**config.mk**
```make
export PLATFORM = sky130hd
export DESIGN_NAME = flash_prog_seq
export DESIGN_NICKNAME = d
export VERILOG_FILES = /design/src/rtl/fps_pkg.sv /design/src/rtl/fps_datapath.sv /design/src/rtl/fps_ctrl.sv /design/src/rtl/flash_prog_seq.sv
export SDC_FILE = /design/constraint.sdc
export NUM_CORES = 1
export LEC_CHECK = 0
export ABC_CLOCK_PERIOD_IN_PS = 3400
export BUFFER_PORTS_ARGS = -buffer_cell sky130_fd_sc_hd__buf_2
export CAP_MARGIN = 20
export CORE_ASPECT_RATIO = 0.6
export CORE_MARGIN = 3
export CORE_UTILIZATION = 45
export CTS_CLUSTER_DIAMETER = 120
export DETAILED_ROUTE_END_ITERATION = 10
export PLACE_DENSITY = 0.7
export SLEW_MARGIN = 20
export SYNTH_ARGS = -nofsm -noshare
export SYNTH_HDL_FRONTEND = slang
export SYNTH_SLANG_ARGS = --single-unit
```
**constraint.sdc**
```tcl
create_clock -name clk -period 3.4 [get_ports clk]
set_input_delay 0.51 -clock clk [delete_from_list [all_inputs] [get_ports clk]]
set_output_delay 0.51 -clock clk [all_outputs]
set_load 0.01 [all_outputs]
```
**src/rtl/fps_pkg.sv**
```systemverilog
package fps_pkg;

  localparam logic [7:0] CMD_SETUP  = 8'h40;
  localparam logic [7:0] CMD_VERIFY = 8'hC0;
  localparam logic [7:0] CMD_READ   = 8'h00;

  typedef enum logic [1:0] {
    WSEL_SETUP,
    WSEL_DATA,
    WSEL_VERIFY,
    WSEL_READ
  } wrSel_e;

  typedef struct packed {
    logic   latchReq;
    logic   incTry;
    logic   loadTimer;
    logic   decTimer;
    logic   wrEn;
    logic   rdEn;
    wrSel_e wrSel;
    logic   saveResult;
  } strobes_t;

  typedef enum logic [3:0] {
    ST_IDLE,
    ST_SETUP,
    ST_PROG,
    ST_PULSE,
    ST_VERIFY,
    ST_READ,
    ST_CMP,
    ST_FINISH,
    ST_DONE
  } state_e;

endpackage

```
**src/rtl/fps_datapath.sv**
```systemverilog
module fps_datapath
  import fps_pkg::*;
#(
  parameter int ADDR_W       = 17,
  parameter int PULSE_CYCLES = 1250,
  parameter int MAX_TRIES    = 25,
  localparam int CNT_W       = $clog2(MAX_TRIES + 1),
  localparam int TMR_W       = $clog2(PULSE_CYCLES + 1)
) (
  input  logic              clk,
  input  logic              rstN,
  input  strobes_t          stb,
  input  logic [ADDR_W-1:0] reqAddr,
  input  logic [7:0]        reqData,
  input  logic [7:0]        busRdData,
  output logic              busWrEn,
  output logic              busRdEn,
  output logic [ADDR_W-1:0] busAddr,
  output logic [7:0]        busWrData,
  output logic              timerDone,
  output logic              match,
  output logic              lastTry,
  output logic              resPass,
  output logic [CNT_W-1:0]  resTries
);

  localparam logic [TMR_W-1:0] TMR_LOAD = TMR_W'(PULSE_CYCLES - 1);
  localparam logic [CNT_W-1:0] TRY_MAX  = CNT_W'(MAX_TRIES);

  logic [ADDR_W-1:0] addrQ;
  logic [7:0]        dataQ;
  logic [CNT_W-1:0]  triesQ;
  logic [TMR_W-1:0]  timerQ;

  always_ff @(posedge clk) begin
    if (!rstN) begin
      addrQ <= '0;
      dataQ <= '0;
    end else if (stb.latchReq) begin
      addrQ <= reqAddr;
      dataQ <= reqData;
    end
  end

  always_ff @(posedge clk) begin
    if (!rstN) begin
      triesQ <= '0;
    end else if (stb.latchReq) begin
      triesQ <= '0;
    end else if (stb.incTry) begin
      triesQ <= triesQ + 1'b1;
    end
  end

  always_ff @(posedge clk) begin
    if (!rstN) begin
      timerQ <= '0;
    end else if (stb.loadTimer) begin
      timerQ <= TMR_LOAD;
    end else if (stb.decTimer && timerQ != '0) begin
      timerQ <= timerQ - 1'b1;
    end
  end

  always_ff @(posedge clk) begin
    if (!rstN) begin
      resPass  <= 1'b0;
      resTries <= '0;
    end else if (stb.saveResult) begin
      resPass  <= match;
      resTries <= triesQ;
    end
  end

  assign timerDone = (timerQ == '0);
  assign match     = (busRdData == dataQ);
  assign lastTry   = (triesQ == TRY_MAX);

  always_comb begin
    unique case (stb.wrSel)
      WSEL_SETUP:  busWrData = CMD_SETUP;
      WSEL_DATA:   busWrData = dataQ;
      WSEL_VERIFY: busWrData = CMD_VERIFY;
      default:     busWrData = CMD_READ;
    endcase
  end

  assign busWrEn = stb.wrEn;
  assign busRdEn = stb.rdEn;
  assign busAddr = addrQ;

  AST_TRIES_BOUND: assert property (@(posedge clk) disable iff (!rstN)
    triesQ <= TRY_MAX) else $error("tries over limit");
  AST_ONE_BUS_OP: assert property (@(posedge clk) disable iff (!rstN)
    !(busWrEn && busRdEn)) else $error("write and read together");
  AST_TIMER_LOADED: assert property (@(posedge clk) disable iff (!rstN)
    stb.loadTimer |=> timerQ == TMR_LOAD) else $error("timer not loaded");

endmodule

```
**src/rtl/fps_ctrl.sv**
```systemverilog
module fps_ctrl
  import fps_pkg::*;
(
  input  logic     clk,
  input  logic     rstN,
  input  logic     reqValid,
  input  logic     timerDone,
  input  logic     match,
  input  logic     lastTry,
  output logic     reqReady,
  output logic     doneStb,
  output strobes_t stb
);

  state_e stateQ, stateD;

  always_ff @(posedge clk) begin
    if (!rstN) stateQ <= ST_IDLE;
    else       stateQ <= stateD;
  end

  always_comb begin
    stateD = stateQ;
    stb    = '0;
    stb.wrSel = WSEL_READ;
    unique case (stateQ)
      ST_IDLE: begin
        if (reqValid) begin
          stb.latchReq = 1'b1;
          stateD = ST_SETUP;
        end
      end
      ST_SETUP: begin
        stb.wrEn   = 1'b1;
        stb.wrSel  = WSEL_SETUP;
        stb.incTry = 1'b1;
        stateD = ST_PROG;
      end
      ST_PROG: begin
        stb.wrEn      = 1'b1;
        stb.wrSel     = WSEL_DATA;
        stb.loadTimer = 1'b1;
        stateD = ST_PULSE;
      end
      ST_PULSE: begin
        stb.decTimer = 1'b1;
        if (timerDone) stateD = ST_VERIFY;
      end
      ST_VERIFY: begin
        stb.wrEn  = 1'b1;
        stb.wrSel = WSEL_VERIFY;
        stateD = ST_READ;
      end
      ST_READ: begin
        stb.rdEn = 1'b1;
        stateD = ST_CMP;
      end
      ST_CMP: begin
        if (match || lastTry) begin
          stb.saveResult = 1'b1;
          stateD = ST_FINISH;
        end else begin
          stateD = ST_SETUP;
        end
      end
      ST_FINISH: begin
        stb.wrEn  = 1'b1;
        stb.wrSel = WSEL_READ;
        stateD = ST_DONE;
      end
      ST_DONE: stateD = ST_IDLE;
      default: stateD = ST_IDLE;
    endcase
  end

  assign reqReady = (stateQ == ST_IDLE);
  assign doneStb  = (stateQ == ST_DONE);

  AST_VERIFY_AFTER_PULSE: assert property (@(posedge clk) disable iff (!rstN)
    stateQ == ST_VERIFY |-> ($past(stateQ) == ST_PULSE && $past(timerDone)))
    else $error("verify before pulse end");
  AST_DONE_PULSE: assert property (@(posedge clk) disable iff (!rstN)
    doneStb |=> !doneStb && reqReady) else $error("done longer than a cycle");
  AST_RETRY_ON_MISS: assert property (@(posedge clk) disable iff (!rstN)
    (stateQ == ST_CMP && !match && !lastTry) |=> stateQ == ST_SETUP)
    else $error("no retry after miss");
  AST_BUSY_NOT_READY: assert property (@(posedge clk) disable iff (!rstN)
    (reqReady && reqValid) |=> !reqReady) else $error("ready while busy");

endmodule

```
**src/rtl/flash_prog_seq.sv**
```systemverilog
module flash_prog_seq
  import fps_pkg::*;
#(
  parameter int ADDR_W       = 17,
  parameter int PULSE_CYCLES = 1250,
  parameter int MAX_TRIES    = 25,
  localparam int CNT_W       = $clog2(MAX_TRIES + 1)
) (
  input  logic              clk,
  input  logic              rstN,
  input  logic              reqValid,
  output logic              reqReady,
  input  logic [ADDR_W-1:0] reqAddr,
  input  logic [7:0]        reqData,
  output logic              busWrEn,
  output logic              busRdEn,
  output logic [ADDR_W-1:0] busAddr,
  output logic [7:0]        busWrData,
  input  logic [7:0]        busRdData,
  output logic              doneStb,
  output logic              donePass,
  output logic [CNT_W-1:0]  doneTries
);

  strobes_t stb;
  logic     timerDone;
  logic     match;
  logic     lastTry;

  fps_ctrl i_ctrl (
    .clk      (clk),
    .rstN     (rstN),
    .reqValid (reqValid),
    .timerDone(timerDone),
    .match    (match),
    .lastTry  (lastTry),
    .reqReady (reqReady),
    .doneStb  (doneStb),
    .stb      (stb)
  );

  fps_datapath #(
    .ADDR_W      (ADDR_W),
    .PULSE_CYCLES(PULSE_CYCLES),
    .MAX_TRIES   (MAX_TRIES)
  ) i_dp (
    .clk      (clk),
    .rstN     (rstN),
    .stb      (stb),
    .reqAddr  (reqAddr),
    .reqData  (reqData),
    .busRdData(busRdData),
    .busWrEn  (busWrEn),
    .busRdEn  (busRdEn),
    .busAddr  (busAddr),
    .busWrData(busWrData),
    .timerDone(timerDone),
    .match    (match),
    .lastTry  (lastTry),
    .resPass  (donePass),
    .resTries (doneTries)
  );

  AST_FAIL_AT_LIMIT: assert property (@(posedge clk) disable iff (!rstN)
    (doneStb && !donePass) |-> doneTries == CNT_W'(MAX_TRIES))
    else $error("fail below limit");
  AST_READ_AFTER_VERIFY: assert property (@(posedge clk) disable iff (!rstN)
    busRdEn |-> $past(busWrEn && busWrData == CMD_VERIFY))
    else $error("read not preceded by verify");

endmodule

```
* Yosys cells after proc, flatten, opt, wreduce, memory -nomap -nowiden *
Cells that the tools add are included.

operators by class
  add/subtract/negate cells = 2
  eq/ne operators = 14
  muxes and demuxes = 17
  bitwise logic cells = 1
  reduce and logical (&&, ||, !) cells = 11

operator list
  operator                                              number
  case mux 4 bit (8 select lines)                       1
  case mux 8 bit (3 select lines)                       1
  2-to-1 mux 11 bit                                     2
  equality test 4 x 3 -> 1 bit (second input constant)  4
  logical NOT 11 bit                                    1
  nonzero test 11 bit                                   1
  subtractor 11 x 1 -> 11 bit (second input constant)   1
  2-to-1 mux 1 bit                                      9
  equality test 4 x 2 -> 1 bit (second input constant)  2
  equality test 8 bit                                   1
  2-to-1 mux 4 bit                                      2
  case mux 2 bit (3 select lines)                       1
  adder 5 x 1 -> 5 bit (second input constant)          1
  equality test 5 bit (second input constant)           1
  equality test 4 x 1 -> 1 bit (second input constant)  1
  equality test 4 bit (second input constant)           1
  logical NOT 4 bit                                     1
  OR reduction 2 bit                                    2
  OR reduction 4 bit                                    1
  2-to-1 mux 3 bit                                      1
  equality test 2 x 1 -> 1 bit (second input constant)  1
  equality test 2 bit (second input constant)           1
  logical NOT 2 bit                                     1
  != test 2 x 1 -> 1 bit (second input constant)        1
  other kinds (6)                                       6

word-level totals
  register bits = 51
  input bits = 36
  output and inout port bits = 35
  word-level logic and storage cells = 53

* Longest topological paths before layout *
Gate-level depths: netlist of the first run.

  word-level depth = 5
  gate-level depth with buffers = 7
  mapped depth without buffers = 6

* Cells and area by module *
From an unflattened synthesis of the first run, not the netlist that was laid out.

unflattened totals
  cells, all modules = 255
  area, all modules = 2488.6 um^2

by module, submodules not included
  module        instances  cells each  area each (um^2)  seq. area each (um^2)
  fps_datapath  1          211         2149.6            940.9
  fps_ctrl      1          44          339.1             80.1

* Least setup slack after synthesis of the first run *
OpenSTA, ideal clock, no wires.

  path kind = register -> output
  start = register i_ctrl.stateQ[2]
  end = output busWrEn
  data arrival time = 1.409 ns
  data required time = 2.890 ns
  path slack = 1.481 ns
  cell stages (with the launch flop) = 6
  path buffers = 1
  path through = dfxtp_1 clkbuf_1 nor2b_1 or2_2 nand2_1 nor3b_1

between the ends
  cells in the longest elaborated chain, start to end = 3
  elaborated cells on any way between the ends = 6
  those cells by class = eq/ne (4); mux (1); reduce/logical (1)

ends and longest elaborated chain
  what                                                  line                  RTL
  from (decl)                                           fps_ctrl.sv:15        state_e stateQ, stateD;
  from (signal assigned)                                fps_ctrl.sv:19        else stateQ <= stateD;
  equality test 4 x 3 -> 1 bit (tied with other cells)  fps_ctrl.sv:26        unique case (stateQ)
  OR reduction 4 bit (no line) *                        n/a
  2-to-1 mux 1 bit *                                    fps_ctrl.sv:26
  to (decl)                                             flash_prog_seq.sv:15  output logic busWrEn,

Every way passes the cells marked *; elsewhere a longest branch is shown, timed or not.

* Worst setup path in the final report of the first run *
  start = register i_ctrl.stateQ[1]
  end = output busWrData[0]

between the ends
  cells in the longest elaborated chain, start to end = 4
  elaborated cells on any way between the ends = 8
  those cells by class = eq/ne (5); mux (2); reduce/logical (1)

ends and longest elaborated chain
  what                                                  line                  RTL
  equality test 4 x 3 -> 1 bit (tied with other cells)  fps_ctrl.sv:26
  case mux 2 bit (3 select lines) *                     fps_ctrl.sv:26
  equality test 2 bit (tied with other cells)           fps_datapath.sv:80    unique case (stb.wrSel)
  case mux 8 bit (3 select lines) *                     fps_datapath.sv:80
  to (decl)                                             flash_prog_seq.sv:18  output logic [7:0] busWrData,

Marked as above.

==> results of run 1 <==
routing by layer:
layer / share of wire (%) / up-vias / GRT usage (%)
met5: 0 / - / 0
met4: 0.66 / 0 / 5.07
met3: 9.3 / 4 / 7.96
li1: - / 1191 / -
met2: 41 / 73 / 27.0
met1: 49 / 1062 / 28.4
sequential cells by signal, indices dropped and copies added (netlist names):
name and count:
i_dp.busAddr 17, i_dp.timerQ 11, i_dp.dataQ 8, i_dp.resTries 5
i_dp.triesQ 5, i_ctrl.stateQ 4, i_dp.resPass 1
metrics by stage:
step	hold slack, ps	std cells	power [mW]	util [%]
floorplan	452	304	0.948	-
global placement	441	422	1.04	54.9
detailed placement	447	422	1.05	54.9
CTS	423	430	1.55	57.5
global route	422	430	1.63	57.5
finish	430	430	1.53	57.5
worst reg2reg max path, cell delays in order, from the launching register on:
cell	delay (ps)
dfxtp_1	500
nor4_1	530
nand2_1	620
nand2_1	400
a211oi_1	70
power by group:
group | switching (mW) | total, mW | internal [mW]
Combinational | 0.203 | 0.337 | 0.134
Sequential | 0.0523 | 0.696 | 0.644
Clock | 0.206 | 0.500 | 0.293
Total | 0.462 | 1.53 | 1.07
cells in the final DEF, fill, tap and decap left out, drive strengths merged, types with 2 or more instances in the layout:
master,count
buf,71
nand2,62
dfxtp,51
a21oi,36
nor2,12
xor2,10
and2,9
nor4,9
o31a,8
o21ai,7
inv,6
nand4,6
nand2b,5
and3,5
a211oi,5
nand3,5
clkbuf,5
nor3,4
ha,4
or2,4
nor4b,4
nor2b,3
o21a,3
a211o,3
or3,3
nor3b,2
and4bb,2
xnor2,2
o31ai,2
or4,2
bufinv,2
a2111oi,2
cell families (layout without fill, tap and decap cells):
| kind of cell | count (synthesis) | after routing |
|---|---|---|
| xor gates and xnor gates | 12 | 12 |
| DFF | 51 | 51 |
| and+or+nand+nor | 140 | 140 |
| buffers and inverters | 25 | 85 |
| adders and majority gates | 4 | 4 |
| AOI/OAI and AO/OA | 72 | 72 |
final timing paths:
path,start,endpoint,cells after the start
setup / recovery,i_ctrl.stateQ[1],busWrData[0],3
hold / removal,reqAddr[9],i_dp.busAddr[9],3
setup reg to reg,i_ctrl.stateQ[0],i_dp.triesQ[1],4
hold reg to reg,i_dp.busAddr[9],i_dp.busAddr[9],2
area by class of cell:
| type | instances | share of cell area (%) |
|---|---|---|
| Sequential cell | 51 | 34.1 |
| Tap cell | 66 | 2.76 |
| Multi-Input combinational cell | 228 | 45.9 |
| Timing Repair Buffer | 71 | 12.0 |
| Clock buffer | 5 | 2.30 |
| Clock inverter | 3 | 2.26 |
| Inverter | 6 | 0.753 |
==> flow_metrics.env, run 1 <==
export IMPL_r2r_setup_slack_ps=1150
export IMPL_min_path_type="input pin to register"
export IMPL_synth_edf_count=0
export IMPL_hold_viol=0
export IMPL_syn_mean_instance_area_um2=8.20
export IMPL_multi_input_area_mm2=0.00137
export IMPL_report_final_slew_viol_count=0
export IMPL_cts_sinks=51
export IMPL_tightest_slew_ps=923
export IMPL_seq_area_mm2=0.00102
export IMPL_synth_xor_area_share_pct=4.21
export IMPL_yosys_top_cells_area="dfxtp_1 41%, nand2_1 9.3%, a21oi_1 7.2%, xor2_1 3.5%, o31a_1 2.8%"
export IMPL_grt_pass1_wl_um=10400
export IMPL_synth_main_ff_cell="dfxtp_1"
export IMPL_portBuffers=70
export IMPL_die_w_um=102
export IMPL_design_core_area_mm2=0.00520
export IMPL_ctsLongestPathBuffers=2
export IMPL_num_nets_final=403
export IMPL_post_synth_top_count_cell="nand2_1"
export IMPL_grt_pass1_vias=2244
export IMPL_crit_path_end_kind="output pin"
export IMPL_final_antenna_net_count=0
export IMPL_crit_type="register to output pin"
export IMPL_drive_gt1_share_pct=25.0
export IMPL_path_buf_inv=1
export IMPL_yosys_register_bits=51
export IMPL_ctsHoldBuffers=0
export IMPL_power_density_mw_per_mm2=512
export IMPL_start_util_pct=47.9
export IMPL_nFillCells=512
export IMPL_grt_max_degree=31
export IMPL_synthTopCellsByCount="62 x nand2_1, 51 x dfxtp_1, 36 x a21oi_1, 13 x clkbuf_1, 12 x nor2_1"
export IMPL_cts_max_level=2
export IMPL_dieHeight_um=63.7
export IMPL_gp_congestion=0.782
export IMPL_rsz0062_at_grt="no"
export IMPL_area_growth_pct=20.0
export IMPL_post_route_min_period_ps=2400
export IMPL_synth_compound_area_share_pct=18.3
export IMPL_cts_tree="done"
export IMPL_fin_setup_tns_ps=0
export IMPL_drt_iter0_markers=131
export IMPL_grt_antenna_before_repair=0
export IMPL_synthAdderAreaFrac_pct=2.01
export IMPL_startpoint_type="register"
export IMPL_synth_area_mux_share_pct=0
export IMPL_cellLeakagePower_nw=1.28
export IMPL_dpl_instance_area_mm2=0.00286
export IMPL_final_cell_area_mm2=0.00299
export IMPL_postCtsSetupRepairBufs=0
export IMPL_synth_top_cell_area_share_pct=40.9
export IMPL_drc=0
export IMPL_yosysWarningCount=0
export IMPL_num_vias=2330
export IMPL_critical_path_arrival_ps=1890
export IMPL_max_cap_violations=0
export IMPL_fmax_mhz=417
export IMPL_die_area_mm2=0.00650
export IMPL_cts_buffers=5
export IMPL_rows=20
export IMPL_grt_use_total_pct=19.7
export IMPL_crit_family="simple AND/OR/NAND/NOR gates"
export IMPL_relSlewSlack_pct=38.4
export IMPL_antenna_cells=0
export IMPL_path_cells="nor4b_2 -> and2_1 -> buf_2"
export IMPL_worst_path_max_fanout=16
export IMPL_ys_async_sr_fraction_pct=0
export IMPL_dp_slack_ps=1230
export IMPL_crit_required_ps=2890
export IMPL_syn_area_mm2=0.00249
export IMPL_netlist_instances=304
export IMPL_synth_largest_area_cell="dfxtp_1"
export IMPL_synth_simple_area_share_pct=30.3
export IMPL_max_stage_delay_ps=640
export IMPL_clk_pin_slew_ps=90
export IMPL_yosysUniqueCellTypes=47
export IMPL_wl_per_cell_um=13.8
export IMPL_fin_crit_sh_pct=70.5
export IMPL_synth_top_family_by_area="simple AND/OR/NAND/NOR gates"
export IMPL_syn_num_nets=344
export IMPL_detailed_place_hpwl_um=4350
export IMPL_grt_ovfl_total=0
export IMPL_clk_latency_ps=310
export IMPL_dr_pass1_iters=4
export IMPL_ctsRootBufferMaster="clkbuf_8"
export IMPL_status="completed"
export IMPL_skew_ps=4.27
export IMPL_via_per_inst=5.42
export IMPL_worst_slack_ps=1000
export IMPL_cts_resized=0
export IMPL_ys_seq_area_share_pct=40.9
export IMPL_wirelength_um=5940
export IMPL_ir_drop_v=0.000232
export IMPL_cp_slowest_cell="dfxtp_1"
export IMPL_setup_viol=0
export IMPL_ios=71
(Power assumes the default switching activity.)
==> inputs of run 2 (changes only) <==
Settings changed: ABC_AREA set to 1, ABC_CLOCK_PERIOD_IN_PS 3400 to 2400.
Clock period 3.4 ns to 2.4 ns, I/O delays scaled along.
==> run 2 against run 1 <==
  * Sequential share of layout area up 0.62 points
  * Final area fell by 1.8%
  * Die area is 0.97% lower
  * Worst hold slack got worse by 120 ps
  * Largest cell class unchanged
  * Largest power group is now combinational logic
  * Highest routed layer unchanged
==> flow_metrics.env, run 2 <==
export IMPL_startpoint_type="register"
export IMPL_via_per_inst=4.95
export IMPL_ctsHoldBuffers=0
export IMPL_clk_latency_ps=310
export IMPL_worst_path_max_fanout=12
export IMPL_grt_pass1_wl_um=10200
export IMPL_power_density_mw_per_mm2=959
export IMPL_ctsLongestPathBuffers=2
export IMPL_nFillCells=501
export IMPL_ir_drop_v=0.000355
export IMPL_synthTopCellsByCount="73 x nand2_1, 51 x dfxtp_1, 40 x a21oi_1, 40 x inv_1, 33 x nand3_1"
export IMPL_min_path_type="input pin to register"
export IMPL_wirelength_um=5870
export IMPL_cts_sinks=51
export IMPL_synth_main_ff_cell="dfxtp_1"
export IMPL_grt_use_total_pct=19.4
export IMPL_detailed_place_hpwl_um=4310
export IMPL_post_synth_top_count_cell="nand2_1"
export IMPL_fin_setup_tns_ps=0
export IMPL_syn_area_mm2=0.00247
export IMPL_area_growth_pct=19.1
export IMPL_synth_top_cell_area_share_pct=41.4
export IMPL_whs_ps=308
export IMPL_grt_pass1_vias=2222
export IMPL_dr_pass1_iters=4
export IMPL_netlist_instances=346
export IMPL_fin_crit_sh_pct=85.9
export IMPL_cts_resized=0
export IMPL_status="completed"
export IMPL_cts_tree="done"
export IMPL_num_vias=2379
export IMPL_crit_required_ps=2040
export IMPL_grt_max_degree=35
export IMPL_die_area_mm2=0.00644
export IMPL_crit_path_end_kind="output pin"
export IMPL_cts_max_level=2
export IMPL_gp_congestion=0.896
export IMPL_rsz0062_at_grt="no"
export IMPL_num_nets_final=454
export IMPL_grt_util_met2_pct=27.1
export IMPL_met3_usage_pct=5.86
export IMPL_rows=20
export IMPL_cellLeakagePower_nw=1.43
export IMPL_cts_buffers=5
export IMPL_crit_type="register to output pin"
export IMPL_dieHeight_um=63.4
export IMPL_design_core_area_mm2=0.00518
export IMPL_ys_seq_area_share_pct=41.4
export IMPL_fmax_mhz=485
export IMPL_antenna_cells=0
export IMPL_relSlewSlack_pct=60.5
export IMPL_grt_busiest_layer="met1"
export IMPL_yosysUniqueCellTypes=33
export IMPL_drt_iter0_markers=138
export IMPL_skew_ps=8.21
export IMPL_start_util_pct=47.6
export IMPL_grt_antenna_before_repair=0
export IMPL_wl_per_cell_um=12.2
export IMPL_largest_reg_flops=17
export IMPL_final_core_util_pct=56.7
export IMPL_drc=0
export IMPL_ys_async_sr_fraction_pct=0
export IMPL_critical_path_arrival_ps=1700
export IMPL_die_w_um=102
export IMPL_ios=71
export IMPL_ctsRootBufferMaster="clkbuf_8"
export IMPL_yosysWarningCount=0
export IMPL_postCtsSetupRepairBufs=0
export IMPL_yosys_register_bits=51
export IMPL_synth_largest_area_cell="dfxtp_1"
export IMPL_syn_mean_instance_area_um2=7.13
export IMPL_grt_ovfl_total=0
export IMPL_report_final_slew_viol_count=0
export IMPL_clk_pin_slew_ps=100
export IMPL_syn_num_nets=386
export IMPL_setup_viol=0
export IMPL_hold_viol=0
export IMPL_max_cap_violations=0
export IMPL_portBuffers=70
export IMPL_layout_common_cells="73 x nand2_1, 70 x buf_2, 51 x dfxtp_1"
export IMPL_final_common_cell="nand2_1"
export IMPL_drive_gt1_share_pct=24.3
export IMPL_synth_edf_count=0
export IMPL_use_met1_pct=28.8
export IMPL_tightest_slew_ps=591
export IMPL_post_route_min_period_ps=2060
export IMPL_yosys_top_cells_area="dfxtp_1 41%, nand2_1 11%, a21oi_1 8.1%, nand3_1 6.7%, inv_1 6.1%"
export IMPL_final_antenna_net_count=0
## run 2: report_power, final
group / internal [mW] / switching [mW]
sequential: 0.991 / 0.117
combinational: 0.451 / 0.751
clock: 0.210 / 0.299
## run 2: worst max-delay path, stage by stage, from the launching register on
cell and delay (ps):
dfxtp_1 360, nor2_2 180, inv_2 80, nor2_2 180, inv_1 230, o21ai_0 200, buf_2 160
## run 2: cells by family after synthesis
kind of cell,share of synthesized area (%)
flip-flops,41.4
buffers and inverters,9.63
AO/OA/AOI/OAI,13.3
adder cells (fa/ha/maj),2.03
AND/OR/NAND/NOR,31.5
XOR/XNOR,2.13
## run 2: metrics by stage
stage	instance area (um2)	setup slack [ps]	total power, mW	cells
floorplan	2470	815	2.04	346
global placement	2850	720	2.31	473
detailed placement	2850	670	2.32	473
CTS	2940	315	2.83	481
global route	2940	147	3.08	481
finish	2940	339	2.82	481
## run 2: area by class of cell
class                           instances  area, um2  area share [%]
Clock buffer                            6       72.6            2.47
Clock inverter                          2       17.5           0.596
Inverter                               45        171            5.83
Multi-Input combinational cell        239       1210            41.1
Sequential cell                        51       1020            34.7
Tap cell                               66       82.6            2.81
Timing Repair Buffer                   72        365            12.4
## run 2: final timing paths
| check | depth (start not counted) | slack (ps) | to | startpoint |
|---|---|---|---|---|
| worst max-delay path | 6 | 340 | busWrData[7] | i_ctrl.stateQ[2] |
| worst min-delay path | 3 | 310 | i_dp.busAddr[10] | reqAddr[10] |
| worst max register to register | 6 | 640 | i_dp.triesQ[2] | i_ctrl.stateQ[1] |
| worst min register to register | 2 | 470 | i_dp.busAddr[10] | i_dp.busAddr[10] |
## run 2: layer usage
metal	vias up	share of wire [%]
li1	1251	-
met1	1043	51
met2	81	40
met3	4	8.1
met4	0	0.78
met5	-	0
